===== config.mk =====
export PLATFORM = sky130hd
export DESIGN_NAME = ucnt_err_top
export DESIGN_NICKNAME = d
export VERILOG_FILES = /design/src/rtl/ucnt_pkg.sv /design/src/rtl/ucnt_core.sv /design/src/rtl/ucnt_rdport.sv /design/src/rtl/ucnt_err_top.sv
export SDC_FILE = /design/constraint.sdc
export NUM_CORES = 1
export LEC_CHECK = 0
export BUFFER_PORTS_ARGS = -buffer_cell sky130_fd_sc_hd__buf_2
export CORE_MARGIN = 1
export CORE_UTILIZATION = 54
export CTS_BUF_LIST = sky130_fd_sc_hd__clkbuf_4
export CTS_CLUSTER_DIAMETER = 100
export DETAILED_ROUTE_END_ITERATION = 8
export GPL_ROUTABILITY_DRIVEN = 0
export HOLD_SLACK_MARGIN = 0.05
export PLACE_DENSITY_LB_ADDON = 0.3
export SYNTH_ARGS = -nofsm -noshare
export SYNTH_HDL_FRONTEND = slang
export SYNTH_SLANG_ARGS = --single-unit

===== constraint.sdc =====
create_clock -name clk -period 2.7 [get_ports clk]
set_input_delay 0.135 -clock clk [delete_from_list [all_inputs] [get_ports clk]]
set_output_delay 0.135 -clock clk [all_outputs]
set_load 0.02 [all_outputs]

===== src/rtl/ucnt_pkg.sv =====
package ucnt_pkg;

  // Which counter word an address selects
  typedef enum logic [1:0] {
    SEL_NONE = 2'd0,
    SEL_LO   = 2'd1,
    SEL_HI   = 2'd2
  } word_sel_e;

endpackage


===== src/rtl/ucnt_core.sv =====
module ucnt_core #(
  parameter int CNT_W = 36
) (
  input  logic             clk,
  input  logic             rst,
  input  logic             inc_i,
  input  logic             clr_i,
  output logic [CNT_W-1:0] cnt_o
);

  logic [CNT_W-1:0] cnt_q;

  // A clear wins over the old value, but a same-cycle event still lands
  always_ff @(posedge clk) begin
    if (rst) begin
      cnt_q <= '0;
    end else if (clr_i) begin
      cnt_q <= {{(CNT_W-1){1'b0}}, inc_i};
    end else if (inc_i) begin
      cnt_q <= cnt_q + CNT_W'(1);
    end
  end

  assign cnt_o = cnt_q;

  // one step per event
  a_r2_count_step : assert property (@(posedge clk) disable iff (rst)
    (inc_i && !clr_i) |=> (cnt_q == $past(cnt_q) + CNT_W'(1)));

  // no event, no change
  a_r2_count_hold : assert property (@(posedge clk) disable iff (rst)
    (!inc_i && !clr_i) |=> $stable(cnt_q));

  // a clear with no event empties the counter
  a_r4_clear_zero : assert property (@(posedge clk) disable iff (rst)
    (clr_i && !inc_i) |=> (cnt_q == '0));

  // a clear with an event leaves one
  a_r5_clear_with_evt : assert property (@(posedge clk) disable iff (rst)
    (clr_i && inc_i) |=> (cnt_q == CNT_W'(1)));

  // wrap from all ones
  a_r8_wrap : assert property (@(posedge clk) disable iff (rst)
    (inc_i && !clr_i && (&cnt_q)) |=> (cnt_q == '0));

endmodule


===== src/rtl/ucnt_rdport.sv =====
module ucnt_rdport
  import ucnt_pkg::*;
#(
  parameter int              ADDR_W    = 8,
  parameter int              DATA_W    = 32,
  parameter int              CNT_W     = 36,
  parameter logic [ADDR_W-1:0] BASE_ADDR = '0
) (
  input  logic              clk,
  input  logic              rst,
  input  logic              rd_en_i,
  input  logic [ADDR_W-1:0] addr_i,
  input  logic [CNT_W-1:0]  cnt_i,
  output logic              clr_o,
  output logic [DATA_W-1:0] rd_data_o,
  output logic              rd_valid_o
);

  localparam int HI_W = CNT_W - DATA_W;
  localparam int PAD_W = DATA_W - HI_W;
  localparam logic [ADDR_W-1:0] HI_ADDR = BASE_ADDR + ADDR_W'(1);

  word_sel_e         sel;
  logic [DATA_W-1:0] lo_word;
  logic [DATA_W-1:0] hi_word;
  logic [DATA_W-1:0] rd_mux;

  always_comb begin
    if (addr_i == BASE_ADDR)     sel = SEL_LO;
    else if (addr_i == HI_ADDR)  sel = SEL_HI;
    else                         sel = SEL_NONE;
  end

  assign lo_word = cnt_i[DATA_W-1:0];

  // Zero-extend the upper slice when it is narrower than a word
  generate
    if (PAD_W > 0) begin : g_hi_pad
      assign hi_word = {{PAD_W{1'b0}}, cnt_i[CNT_W-1:DATA_W]};
    end else begin : g_hi_full
      assign hi_word = cnt_i[CNT_W-1:DATA_W];
    end
  endgenerate

  always_comb begin
    unique case (sel)
      SEL_LO:  rd_mux = lo_word;
      SEL_HI:  rd_mux = hi_word;
      default: rd_mux = '0;
    endcase
  end

  assign clr_o = rd_en_i && (sel == SEL_HI);

  always_ff @(posedge clk) begin
    if (rst) begin
      rd_data_o  <= '0;
      rd_valid_o <= 1'b0;
    end else begin
      rd_valid_o <= rd_en_i;
      if (rd_en_i) rd_data_o <= rd_mux;
    end
  end

  // strobe gives a valid pulse next cycle
  a_r6_valid_follows : assert property (@(posedge clk) disable iff (rst)
    rd_en_i |=> rd_valid_o);

  a_r6_valid_idle : assert property (@(posedge clk) disable iff (rst)
    !rd_en_i |=> !rd_valid_o);

  // an unmapped address reads zero
  a_r3_other_zero : assert property (@(posedge clk) disable iff (rst)
    (rd_en_i && (sel == SEL_NONE)) |=> (rd_data_o == '0));

  // lower word carries the counter's low bits as they stood
  a_r3_lo_value : assert property (@(posedge clk) disable iff (rst)
    (rd_en_i && (sel == SEL_LO)) |=> (rd_data_o == $past(cnt_i[DATA_W-1:0])));

  generate
    if (PAD_W > 0) begin : g_pad_chk
      // bits above the upper slice read zero
      a_r3_hi_pad_zero : assert property (@(posedge clk) disable iff (rst)
        (rd_en_i && (sel == SEL_HI)) |=> (rd_data_o[DATA_W-1:HI_W] == '0));
    end
  endgenerate

endmodule


===== src/rtl/ucnt_err_top.sv =====
module ucnt_err_top #(
  parameter int                ADDR_W    = 8,
  parameter int                DATA_W    = 32,
  parameter int                CNT_W     = 36,
  parameter logic [ADDR_W-1:0] BASE_ADDR = 8'h30
) (
  input  logic              clk,
  input  logic              rst,
  input  logic              evt_i,
  input  logic              rd_en_i,
  input  logic              wr_en_i,
  input  logic [ADDR_W-1:0] addr_i,
  input  logic [DATA_W-1:0] wr_data_i,
  output logic [DATA_W-1:0] rd_data_o,
  output logic              rd_valid_o
);

  logic [CNT_W-1:0] cnt;
  logic             clr;

  // Register space is read-only: the write side is absorbed here
  logic unused_wr;
  assign unused_wr = ^{wr_en_i, wr_data_i};

  ucnt_core #(
    .CNT_W (CNT_W)
  ) i_core (
    .clk   (clk),
    .rst   (rst),
    .inc_i (evt_i),
    .clr_i (clr),
    .cnt_o (cnt)
  );

  ucnt_rdport #(
    .ADDR_W    (ADDR_W),
    .DATA_W    (DATA_W),
    .CNT_W     (CNT_W),
    .BASE_ADDR (BASE_ADDR)
  ) i_rdport (
    .clk        (clk),
    .rst        (rst),
    .rd_en_i    (rd_en_i),
    .addr_i     (addr_i),
    .cnt_i      (cnt),
    .clr_o      (clr),
    .rd_data_o  (rd_data_o),
    .rd_valid_o (rd_valid_o)
  );

  // a write alone leaves the counter as it was
  a_r7_write_ignored : assert property (@(posedge clk) disable iff (rst)
    (wr_en_i && !rd_en_i && !evt_i) |=> $stable(cnt));

  // reading the lower word never clears
  a_r4_lo_keeps : assert property (@(posedge clk) disable iff (rst)
    (rd_en_i && (addr_i == BASE_ADDR) && !evt_i) |=> $stable(cnt));

  // reset leaves outputs quiet
  a_r1_reset_quiet : assert property (@(posedge clk)
    rst |=> (!rd_valid_o && (rd_data_o == '0) && (cnt == '0)));

endmodule


# After elaboration in Yosys (flattened, before gate mapping)
# Index checks and enable logic that the tools add are counted.
classes:
  addsub: 1
  eq_ne: 4
  n_mux: 5
  reduce_logical: 3
op_table:
  columns: ["operator", "n"]
  rows:
  - ["32-bit case mux with 2 select lines", 1]
  - ["36-bit by 1-bit adder with 36-bit output, second input constant", 1]
  - ["8-bit by 6-bit == test with 1-bit output, second input constant", 2]
  - ["2-bit two-way mux", 2]
  - ["2-bit by 1-bit == test with 1-bit output, second input constant", 1]
  - ["2-bit == test, second input constant", 1]
  - ["1-bit two-way mux", 2]
  - ["2-bit nonzero test", 1]
  - ["2-bit OR reduction", 1]
  - ["1-bit logical AND", 1]
totals:
  reg_bits: 69
  in_bits: 45
  out_inout_bits: 33

# Logic depth before layout (Yosys ltp)
logic_depth:
  word_depth: 6
  mapped_depth: 6
  mapped_depth_nobuf: 5

# Hierarchy
# A second synthesis with hierarchy kept.
unflattened:
  cells_unflattened: 272
  hier_area_um2: 2757.6
modules_own_cells:
  columns: ["mod", "n_inst", "cells_per_inst", "area_each_um2"]
  rows:
  - ["ucnt_core", 1, 184, 1640.3]
  - ["ucnt_rdport", 1, 88, 1117.3]

# Least setup slack after synthesis
# Ideal clock, no wire load.
synth_timing:
  path_type: "reg2reg"
  start: "register i_core.cnt_q[1], in the netlist i_core.cnt_o[1]"
  end: "register i_core.cnt_q[28], in the netlist i_core.cnt_o[28]"
  arrival_time_ns: 1.968
  required_time_ns: 2.630
  setup_slack_ns: 0.662
  stages_incl_launch_ff: 7
  path_buffers: 1
  synth_period_minus_slack_ns: 2.038
  path_cell_list: "dfxtp_1 > ha_1 > nand4_1 > or4_1 > clkbuf_2 > or4_1 > a21oi_1"
synth_between:
  elab_chain_cells: 1
synth_rtl:
  columns: ["element", "line", "source"]
  rows:
  - ["start, declared", "ucnt_core.sv:11", "logic [CNT_W-1:0] cnt_q;"]
  - ["start signal, assigned", "ucnt_core.sv:18", "cnt_q <= {{(CNT_W-1){1'b0}}, inc_i};"]
  - ["start signal, assigned", "ucnt_core.sv:20", "cnt_q <= cnt_q + CNT_W'(1);"]
  - ["36-bit by 1-bit adder with 36-bit output", "ucnt_core.sv:20", null]
# No other way between the ends.
# A chain may end at the register's enable or synchronous reset.

# Worst setup path in the final report
layout_timing:
  start: "register i_core.cnt_q[11], in the netlist i_core.cnt_o[11]"
  end: "register i_core.cnt_q[29], in the netlist i_core.cnt_o[29]"
# Same word-level chain as after synthesis.

==> impl_metrics.py <==
metrics = {
    "status": {
        "status": "finished, final reports clean",
    },
    "worst_setup_path": {
        "reg2regPathDepth": 4,
        "critPathKind": "flop to flop",
        "cp-endpoint": "i_core.cnt_o[29]",
        "required_ps": 3050,
        "worstReg2RegEnd": "i_core.cnt_o[29]",
        "r2r_setup_slack_ps": 540,
        "cp.arrival_ps": 2500,
        "startpoint_type": "flop",
        "cp-startpoint": "i_core.cnt_o[11]",
        "reg2reg_from": "i_core.cnt_o[11]",
        "critical_path.endpoint_type": "flop",
        "worstPathMaxFanout": 15,
    },
    "synth": {
        "synth-edff-count": 0,
        "synth_top_family_by_area": "simple AND/OR/NAND/NOR gates",
        "synth_mux_area_frac": 0.0218,
        "yosys.area_share.simple": 0.302,
        "avgSynthCellArea_um2": 8.41,
        "synth_xor_area_frac": 0.0323,
        "synth-main-ff-cell": "dfxtp_1",
        "ys_seq_area_frac": 0.463,
        "async_flop_share": 0,
        "synth-seq-cells": 69,
        "synth_fp_nets": 401,
        "synth_cell_types": 36,
        "ys_warn_count": 0,
        "synth_area_um2": 2990,
        "synth_compound_area_frac": 0.145,
        "synthCells": 355,
        "synthAdderAreaFrac": 0.00419,
    },
    "sta": {
        "post-route-period-util": 0.800,
        "fin_setup_tns_ps": 0,
        "whs_ps": 139,
        "final_hold_viol_count": 0,
        "skew_ps": 10.7,
        "rsz0062_at_grt": "false",
        "drv_slew": 0,
        "tightest_slew_ps": 644,
        "period_needed_ps": 2160,
        "timing.fmax_mhz": 463,
        "relSlewSlack": 0.566,
        "finalSetupViolCount": 0,
    },
    "clock_tree": {
        "hold_buffers": 0,
        "htreeDepth": 3,
        "clk_path_buf_depth": 2,
        "cts_resized": 0,
        "tritoncts": "done",
        "clk_pin_slew_ps": 110,
        "cts.sinks": 69,
        "clock_latency_ps": 410,
        "postCtsSetupBuffers": 0,
        "clockRootBuffer": "clkbuf_4",
        "cts_buffers": 9,
    },
    "drt": {
        "wl_met3_um": 296,
        "top_layer": "met4",
        "ant_nets": 0,
        "met1_length_um": 3030,
        "wl_per_cell_um": 13.5,
        "routed_wl_um": 6360,
        "num_vias": 2646,
        "dr_wl_met2_um": 2920,
        "routed_via_density": 5.61,
        "drt-initial-drc-count": 158,
        "firstDrtPassIters": 4,
        "route.detailed.drc": 0,
    },
    "finish": {
        "finalNetCount": 443,
        "areaGrowthSynthToFinish_pct": 14.3,
        "drive_gt1_frac": 0.182,
        "fill_cells": 463,
        "diodes": 0,
    },
    "global_routing": {
        "grt_use_total": 0.231,
        "grt_pass1_wl_um": 10900,
        "grt_overflow": 0,
        "grt_pass1_vias": 2411,
        "grt_max_degree": 36,
        "antenna_found_initial": 0,
    },
    "power": {
        "vdd_ir_drop_max_uv": 343,
        "static-leakage-power_uw": 0.00127,
        "power_density_nw_per_um2": 533,
    },
    "floorplanning": {
        "fp.dieW_um": 76.4,
        "core_um2": 5200,
        "start_util": 0.574,
        "rows": 26,
        "dieArea_um2": 5830,
        "die_h_um": 76.4,
        "ios": 78,
    },
    "flow_run": {
        "cap_violations": 0,
    },
    "place": {
        "portBuffers": 44,
        "dp_hpwl_um": 4210,
    },
    "min_path": {
        "min_path_type": "input pin to flop",
    },
}
power breakdown:
part / total [uW] / internal, uW / switching (uW)
Clock: 737 / 377 / 359
Combinational: 58.7 / 18.4 / 40.3
Sequential: 1030 / 1020 / 4.26
stage by stage:
| stage | worst slack [ps] | utilization | instances | power, uW | area, um^2 |
|---|---|---|---|---|---|
| 2_1_floorplan | 662 | - | 355 | 1090 | 2990 |
| 3_3_place_gp | 619 | 0.627 | 456 | 1100 | 3260 |
| 3_5_place_dp | 598 | 0.627 | 456 | 1110 | 3260 |
| 4_1_cts | 554 | 0.656 | 472 | 1830 | 3410 |
| 5_1_grt | 397 | 0.656 | 472 | 1870 | 3410 |
| 6_report | 541 | 0.656 | 472 | 1820 | 3410 |
cell usage after synthesis (all sizes together), types with 2 or more instances:
| library cell | n | area share |
|---|---|---|
| and4 | 3 | 0.0088 |
| nor4 | 6 | 0.013 |
| buf | 4 | 0.0067 |
| nor2 | 46 | 0.058 |
| and2 | 2 | 0.0042 |
| nor2b | 33 | 0.069 |
| and3 | 3 | 0.0063 |
| inv | 5 | 0.0063 |
| o31ai | 11 | 0.028 |
| or4 | 16 | 0.041 |
| nand2 | 16 | 0.020 |
| dfxtp | 69 | 0.46 |
| nand3 | 9 | 0.015 |
| mux2 | 4 | 0.015 |
| clkbuf | 15 | 0.019 |
| mux2i | 2 | 0.0067 |
| or3 | 10 | 0.021 |
| nand4 | 11 | 0.025 |
| xor2 | 4 | 0.012 |
| a21oi | 54 | 0.090 |
| xnor2 | 7 | 0.021 |
| o21ai | 12 | 0.020 |
| nor3 | 3 | 0.0050 |
| a31oi | 2 | 0.0042 |
| or2 | 2 | 0.0042 |
cells by family (layout without fill, tap and decap cells):
group / count (synthesis) / in the layout
simple gates: 164 / 164
compound gates: 80 / 80
flops: 69 / 69
buf+inv: 24 / 71
xor+xnor: 11 / 11
mux: 6 / 6
fa+ha+maj: 1 / 1
worst max-delay path, cell delays in order (launching register included):
cell and delay (ps):
dfxtp_1 470, nand4_1 240, or4_4 700, or4_1 510, a21oi_1 180
flip-flops by register name, summed over array words and instances (netlist names):
signal,count
i_rdport.rd_data_o,32
i_core.cnt_o,36
i_rdport.rd_valid_o,1
worst min path at each step:
stage	from	end	slack [ps]	cells past startpoint
finish	evt_i	i_core.cnt_o[1]	140	3
floorplan	rd_en_i	i_rdport.rd_data_o[14]	350	3
global placement	i_core.cnt_o[35]	i_core.cnt_o[35]	450	2
global route	evt_i	i_core.cnt_o[1]	140	3
detailed placement	i_core.cnt_o[35]	i_core.cnt_o[35]	460	2
CTS	evt_i	i_core.cnt_o[1]	110	3
area by class of cell:
cell class,instances,area (um^2),area share
Clock inverter,6,77.6,0.0227
Tap cell,70,87.6,0.0257
Multi-Input combinational cell,262,1510,0.442
Clock buffer,10,75.1,0.0220
Inverter,5,18.8,0.00550
Timing Repair Buffer,50,265,0.0777
Sequential cell,69,1380,0.405
cells in the final DEF, fill, tap and decap left out, types with 11 or more instances in the layout:
| master | instances |
|---|---|
| o31ai_1 | 11 |
| nand2_1 | 16 |
| a21oi_1 | 54 |
| or4_1 | 15 |
| buf_2 | 44 |
| nor2b_1 | 33 |
| o21ai_0 | 12 |
| dfxtp_1 | 69 |
| nor2_1 | 46 |
routing by layer:
layer / up-vias / global-route usage
met5: - / 0
met4: 0 / 0.106
met3: 12 / 0.0419
met2: 74 / 0.375
met1: 1208 / 0.297
li1: 1352 / -
Note: power is estimated with default switching activity, not from simulation.
